### src/rtl/lane_ser_pkg.sv
package lane_ser_pkg;

  typedef enum logic [1:0] {
    SRC_LIVE   = 2'b00,
    SRC_DESKEW = 2'b01,
    SRC_SYNC   = 2'b10,
    SRC_CUSTOM = 2'b11
  } src_sel_e;

  // strobes from control to datapath
  typedef struct packed {
    logic frameLoad;  // last slot: load next word into the shifters
    logic shiftEn;    // any other slot: advance one bit
  } ser_strobe_t;

endpackage

### src/rtl/lane_ser_ctrl.sv
module lane_ser_ctrl
  import lane_ser_pkg::*;
#(
  parameter int WORD_W = 12
) (
  input  logic        clk,
  input  logic        rstN,
  input  logic        allDown,
  output ser_strobe_t strobes,
  output logic        frameClk,
  output logic        bitClk
);

  localparam int CNT_W = $clog2(WORD_W);
  localparam int HALF  = WORD_W / 2;
  localparam logic [CNT_W-1:0] LAST_SLOT = CNT_W'(WORD_W - 1);
  localparam logic [CNT_W-1:0] HALF_SLOT = CNT_W'(HALF);

  logic [CNT_W-1:0] slotCnt;

  always_ff @(posedge clk) begin
    if (!rstN)                  slotCnt <= LAST_SLOT;
    else if (slotCnt == LAST_SLOT) slotCnt <= '0;
    else                        slotCnt <= slotCnt + 1'b1;
  end

  assign strobes.frameLoad = (slotCnt == LAST_SLOT);
  assign strobes.shiftEn   = (slotCnt != LAST_SLOT);

  assign frameClk = !allDown && (slotCnt < HALF_SLOT);

  // half-cycle later than the data so each edge lands mid-bit
  always_ff @(negedge clk) begin
    if (!rstN) bitClk <= 1'b0;
    else       bitClk <= !allDown && !slotCnt[0];
  end

endmodule

### src/rtl/lane_ser_datapath.sv
module lane_ser_datapath
  import lane_ser_pkg::*;
#(
  parameter int NUM_LANES = 4,
  parameter int WORD_W    = 12
) (
  input  logic                          clk,
  input  logic                          rstN,
  input  ser_strobe_t                   strobes,
  input  logic                          sampleStrobe,
  input  logic [NUM_LANES*WORD_W-1:0]   sampleData,
  input  logic                          msbFirst,
  input  logic [1:0]                    srcSel,
  input  logic [WORD_W-1:0]             customWord,
  input  logic [NUM_LANES-1:0]          pwrDown,
  output logic [NUM_LANES-1:0]          laneOut,
  output logic                          allDown
);

  localparam int HALF = WORD_W / 2;

  function automatic logic [WORD_W-1:0] makeDeskew();
    logic [WORD_W-1:0] w;
    for (int k = 0; k < WORD_W; k++) w[k] = ((k % 2) == 0);
    return w;
  endfunction

  function automatic logic [WORD_W-1:0] makeSync();
    logic [WORD_W-1:0] w;
    for (int k = 0; k < WORD_W; k++) w[k] = (k >= HALF);
    return w;
  endfunction

  localparam logic [WORD_W-1:0] DESKEW_WORD = makeDeskew();
  localparam logic [WORD_W-1:0] SYNC_WORD   = makeSync();

  logic [NUM_LANES*WORD_W-1:0] shadow;
  logic [NUM_LANES-1:0]        laneOff;
  logic [WORD_W-1:0]           patWord;
  src_sel_e                    src;

  assign src = src_sel_e'(srcSel);

  always_ff @(posedge clk) begin
    if (!rstN)             shadow <= '0;
    else if (sampleStrobe) shadow <= sampleData;
  end

  always_ff @(posedge clk) begin
    if (!rstN)                  laneOff <= '1;
    else if (strobes.frameLoad) laneOff <= pwrDown;
  end

  assign allDown = &laneOff;

  always_comb begin
    case (src)
      SRC_DESKEW: patWord = DESKEW_WORD;
      SRC_SYNC:   patWord = SYNC_WORD;
      default:    patWord = customWord;
    endcase
  end

  for (genvar l = 0; l < NUM_LANES; l++) begin : g_lane
    logic [WORD_W-1:0] nextWord;
    logic [WORD_W-1:0] orderedWord;
    logic [WORD_W-1:0] shiftReg;

    assign nextWord = pwrDown[l] ? '0 :
                      (src == SRC_LIVE) ? shadow[l*WORD_W +: WORD_W] : patWord;

    always_comb begin
      for (int k = 0; k < WORD_W; k++)
        orderedWord[k] = msbFirst ? nextWord[WORD_W-1-k] : nextWord[k];
    end

    always_ff @(posedge clk) begin
      if (!rstN)                  shiftReg <= '0;
      else if (strobes.frameLoad) shiftReg <= orderedWord;
      else if (strobes.shiftEn)   shiftReg <= {1'b0, shiftReg[WORD_W-1:1]};
    end

    assign laneOut[l] = shiftReg[0];
  end

endmodule

### src/rtl/sample_lane_serializer.sv
module sample_lane_serializer
  import lane_ser_pkg::*;
#(
  parameter int NUM_LANES = 4,
  parameter int WORD_W    = 12
) (
  input  logic                        clk,
  input  logic                        rstN,
  input  logic                        sampleStrobe,
  input  logic [NUM_LANES*WORD_W-1:0] sampleData,
  input  logic                        msbFirst,
  input  logic [1:0]                  srcSel,
  input  logic [WORD_W-1:0]           customWord,
  input  logic [NUM_LANES-1:0]        pwrDown,
  output logic [NUM_LANES-1:0]        laneOut,
  output logic                        frameClk,
  output logic                        bitClk
);

  ser_strobe_t strobes;
  logic        allDown;

  lane_ser_ctrl #(.WORD_W(WORD_W)) u_ctrl (
    .clk      (clk),
    .rstN     (rstN),
    .allDown  (allDown),
    .strobes  (strobes),
    .frameClk (frameClk),
    .bitClk   (bitClk)
  );

  lane_ser_datapath #(.NUM_LANES(NUM_LANES), .WORD_W(WORD_W)) u_dp (
    .clk          (clk),
    .rstN         (rstN),
    .strobes      (strobes),
    .sampleStrobe (sampleStrobe),
    .sampleData   (sampleData),
    .msbFirst     (msbFirst),
    .srcSel       (srcSel),
    .customWord   (customWord),
    .pwrDown      (pwrDown),
    .laneOut      (laneOut),
    .allDown      (allDown)
  );

endmodule

### config.mk
export PLATFORM = sky130hd
export DESIGN_NAME = sample_lane_serializer
export DESIGN_NICKNAME = d
export VERILOG_FILES = /design/src/rtl/lane_ser_pkg.sv /design/src/rtl/lane_ser_ctrl.sv /design/src/rtl/lane_ser_datapath.sv /design/src/rtl/sample_lane_serializer.sv
export SDC_FILE = /design/constraint.sdc
export NUM_CORES = 1
export LEC_CHECK = 0
export BUFFER_PORTS_ARGS = -buffer_cell sky130_fd_sc_hd__buf_2
export CAP_MARGIN = 20
export CORE_ASPECT_RATIO = 1.5
export CORE_MARGIN = 8
export CORE_UTILIZATION = 45
export CTS_CLUSTER_DIAMETER = 200
export CTS_CLUSTER_SIZE = 28
export DETAILED_ROUTE_END_ITERATION = 10
export GPL_TIMING_DRIVEN = 0
export HOLD_SLACK_MARGIN = 0.15
export PLACE_DENSITY = 0.66
export REMOVE_ABC_BUFFERS = 1
export SLEW_MARGIN = 20
export SYNTH_ARGS = -nofsm -noshare
export SYNTH_HDL_FRONTEND = slang
export SYNTH_SLANG_ARGS = --single-unit
### constraint.sdc
create_clock -name clk -period 1.95 [get_ports clk]
set_clock_uncertainty 0.05 [all_clocks]
set_input_delay 0.0975 -clock clk [delete_from_list [all_inputs] [get_ports clk]]
set_output_delay 0.0975 -clock clk [all_outputs]
set_load 0.01 [all_outputs]
After elaboration in Yosys (flattened, before gate mapping):

Index checks and enable logic that the tools add are counted.

* register bits after elaboration: 105
* input port bits: 70
* output and inout port bits: 6
* logic and storage cells: 90

* add/subtract/negate cells: 1
* order comparisons: 1
* eq/ne operators: 4
* mux-type cells: 66
* bitwise operators: 1
* reduce and logical (&&, ||, !) cells: 8

Operators with widths (number)
* $mux W12: 16
* $mux W1: 48
* $pmux W12 S2: 1
* $add A4 B1 Y4 const B: 1
* $eq A4 B4 Y1 const B: 1
* $lt A4 B3 Y1 const B: 1
* $mux W4: 1
* $ne A4 B4 Y1 const B: 1
* $reduce_and A4 Y1: 1
* $eq A2 B1 Y1 const B: 1
* $eq A2 B2 Y1 const B: 1
* $logic_and A1 B1 Y1: 2
* $logic_not A1 Y1: 2
* $logic_not A2 Y1: 1
* $reduce_bool A2 Y1: 1
* $reduce_or A2 Y1: 1
* $not A1 Y1: 1

Logic depth before layout (Yosys ltp):

* depth after elaboration: 6
* depth in mapped cells: 8
* depth with buffers taken out: 6

By module:

Synthesis repeated with hierarchy kept, for this count alone.

* cell total of the unflattened synthesis: 557
* area, all modules: 5371.4 um2

By module, submodules not included
* lane_ser_datapath: instances 1, cells each 536, area an instance 5148.7 um2, sequential area each 2001.9 um2
* lane_ser_ctrl: instances 1, cells each 21, area an instance 222.7 um2, sequential area each 100.1 um2

==> results.py <==
metrics = {
    "layout": {
        "diodes": 0,
        "final_util_pct": 57.2,
        "areaGrowthSynthToFinish_pct": 25.1,
        "fin_nets": 672,
        "n_fill_cell": 974,
        "layout-drive-gt1-share_pct": 18.1,
    },
    "power": {
        "switchingPower_mw": 1.38,
        "swShare_pct": 26.8,
        "seqPwrFrac_pct": 47.0,
        "irDropWorstVdd_v": 0.000556,
        "pwr-share-comb_pct": 17.8,
        "power_leakage_nw": 2.54,
        "power.share.clock_pct": 35.3,
        "internal-power_mw": 3.77,
        "finalPower_mw": 5.15,
        "power.density_nw_per_um2": 859,
    },
    "logic_synthesis": {
        "synth_area_um2": 4790,
        "yosysMostFrequentCell": "dfxtp_1",
        "yosysUniqueCellTypes": 41,
        "yosys_register_bits": 105,
        "synth-async-reset-ratio_pct": 0,
        "yosys_warnings": 0,
        "yosysTopAreaCell": "dfxtp_1",
        "ys_seq_area_share_pct": 43.9,
        "synth_top_area_share_pct": 43.9,
        "synth_commonest_cells": "dfxtp_1 (105), mux2i_1 (73), nor2b_1 (50)",
        "syn_area_per_cell_um2": 9.62,
        "yosys-top-cells-area": "dfxtp_1 (44%), mux2i_1 (15%), nor2b_1 (6.5%)",
        "synth_flop_cell": "dfxtp_1",
        "synth_edf_count": 0,
        "synthCells": 498,
    },
    "critical_path": {
        "cp_top_family": "flip-flops",
        "worstPathArrival_ns": 1.79,
        "criticalPathCategory": "reg2out",
        "crit_path_max_fanout": 1,
        "critPathCaptureType": "output port",
        "worstPathCellList": "buf_6",
        "crit_required_ns": 1.80,
        "crit_slowest_cell": "dfxtp_2",
        "crit_path_start_kind": "flip-flop",
        "cp.buffers_inverters": 1,
        "slowest_delay_ns": 0.30,
        "r2r_slack_ns": 0.17,
    },
    "die": {
        "die_area_um2": 14300,
        "io_pins": 76,
        "dieHeight_um": 142,
        "die_width_um": 100,
        "core_area_um2": 10500,
        "num_rows": 46,
        "start_util_pct": 45.7,
    },
    "grt": {
        "grt_start_max_net_pins": 56,
        "grt_antenna_before_repair": 0,
        "grt_pass1_wl_um": 19200,
        "grt_overflow": 0,
        "grt_pass1_vias": 3965,
        "grt_util_all_layers_pct": 17.0,
    },
    "sta": {
        "setup_viol": 0,
        "worstMarginPinSlew_ns": 0.824,
        "grt_setup_unrepaired": "yes",
        "max_slew_margin_pct": 45.1,
        "layout_setup_ws_ns": 0.0149,
        "drv_slew": 0,
        "hold_viol": 0,
        "fin_tns_setup_ns": 0,
    },
    "routing": {
        "firstDrtPassIters": 5,
        "drc": 0,
        "drtIter0Drc": 233,
        "ant_nets": 0,
        "wl_per_cell_um": 15.8,
        "num_vias": 3890,
        "vias_per_cell": 5.21,
        "drt_wl_total_um": 11800,
    },
    "cts": {
        "insertion_delay_ns": 0.35,
        "cts_buffer_depth": 2,
        "h-tree-depth": 3,
        "cts_setup_buffers": 0,
        "cts_buffers": 9,
        "cts.clk_slew.worst_paths_ns": 0.07,
        "cts_root_buf": "clkbuf_16",
        "cts_tree": "done",
        "cts.sinks": 105,
    },
    "placement": {
        "dpl.hpwl_um": 8150,
        "gp_congestion": 0.876,
        "portBuffers": 75,
        "dp_slack_ns": -0.477,
    },
    "hold_path": {
        "hold_path_class": "in2reg",
    },
    "run": {
        "maxCapViolCount": 0,
    },
    "status": {
        "status": "finished clean",
    },
}
-- final cells by class --
type	instances	area [µm²]	share of cell area (%)
multi-input cells	336	2410	40.3
flip-flops and latches	105	2100	35.1
repair buffers	128	927	15.5
clock buffers	13	282	4.70
well taps	144	180	3.01
inverters	17	63.8	1.06
clock inverters	4	23.8	0.397
-- cells in the final DEF, fill, tap and decap left out, types with 2 or more instances in the layout --
| cell | instances |
|---|---|
| dfxtp_1 | 104 |
| mux2i_1 | 73 |
| buf_2 | 72 |
| dlygate4sd3_1 | 52 |
| nor2b_1 | 50 |
| a21oi_1 | 37 |
| nand2_1 | 35 |
| o21ai_0 | 25 |
| inv_1 | 18 |
| nor2_1 | 18 |
| a221o_1 | 16 |
| a22o_1 | 13 |
| clkbuf_16 | 10 |
| and2_1 | 8 |
| nand3_1 | 8 |
| nand3b_1 | 8 |
| a22oi_2 | 4 |
| a32oi_1 | 4 |
| or2_1 | 3 |
| nor3_1 | 3 |
| mux2_4 | 3 |
| mux2_2 | 3 |
| o221ai_1 | 3 |
| ha_1 | 3 |
| xnor2_1 | 2 |
| clkbuf_8 | 2 |
| buf_4 | 2 |
-- metrics by stage --
| stage | instances | instance area, µm² | hold slack, ns |
|---|---|---|---|
| after floorplan | 459 | 4580 | 0.121 |
| after global placement | 678 | 5130 | 0.305 |
| after detailed placement | 679 | 5160 | 0.312 |
| after CTS | 747 | 5980 | 0.167 |
| after global routing | 747 | 5990 | 0.208 |
| final | 747 | 5990 | 0.177 |
-- flip-flops by register name, indices dropped and copies added (netlist names) --
name / cells
u_ctrl.bitClk: 1
u_ctrl.slotCnt: 4
u_dp.g_lane.shiftReg: 48
u_dp.shadow: 48
u_dp.laneOff: 4
-- worst paths after layout --
check,end,depth (start not counted),start
max reg2reg,u_ctrl.bitClk,2,u_dp.laneOff[2]
min reg2reg,u_dp.g_lane[2].shiftReg[8],2,u_dp.g_lane[2].shiftReg[9]
min,u_dp.g_lane[1].shiftReg[1],4,customWord[1]
max,bitClk,1,u_ctrl.bitClk
-- power groups by stage --
stage	sequential [mW]	clock (mW)	combinational, mW
final	2.42	1.82	0.914
after CTS	2.42	1.85	0.915
after global routing	2.44	1.93	1.01
after global placement	2.46	0.00642	0.807
after floorplan	2.44	0.00642	0.535
after detailed placement	2.46	0.00642	0.829
-- cells by family after synthesis --
family,count (synthesis),share of synthesized area (%)
compound gates,109,15.7
xor+xnor,2,0.366
fa+ha+maj,4,1.04
buf+inv,57,5.85
flops,105,43.9
mux,79,16.9
simple gates,142,16.3
-- per-layer routing --
layer	part of all wire (%)	wire, µm	up-vias	track usage (%)
met5	0	0	-	0
met4	2.1	252	0	6.96
met3	3.8	452	17	4.06
met2	52	6110	83	30.0
met1	42	4980	1846	19.0
li1	-	-	1944	-
-- worst reg2reg max path, delay by kind of cell (launching register included) --
family | cells | cell delay (ns)
flops | 1 | 0.31
simple gates | 2 | 0.41
-- timing repair --
action	in CTS	in global routing
endpoints found under the setup margin	2	2
endpoints found under the hold margin	53	0
cloned	0	0
pin swaps	0	0
resized for setup	1	3
hold buffers	52	0
(Power assumes the default switching activity.)
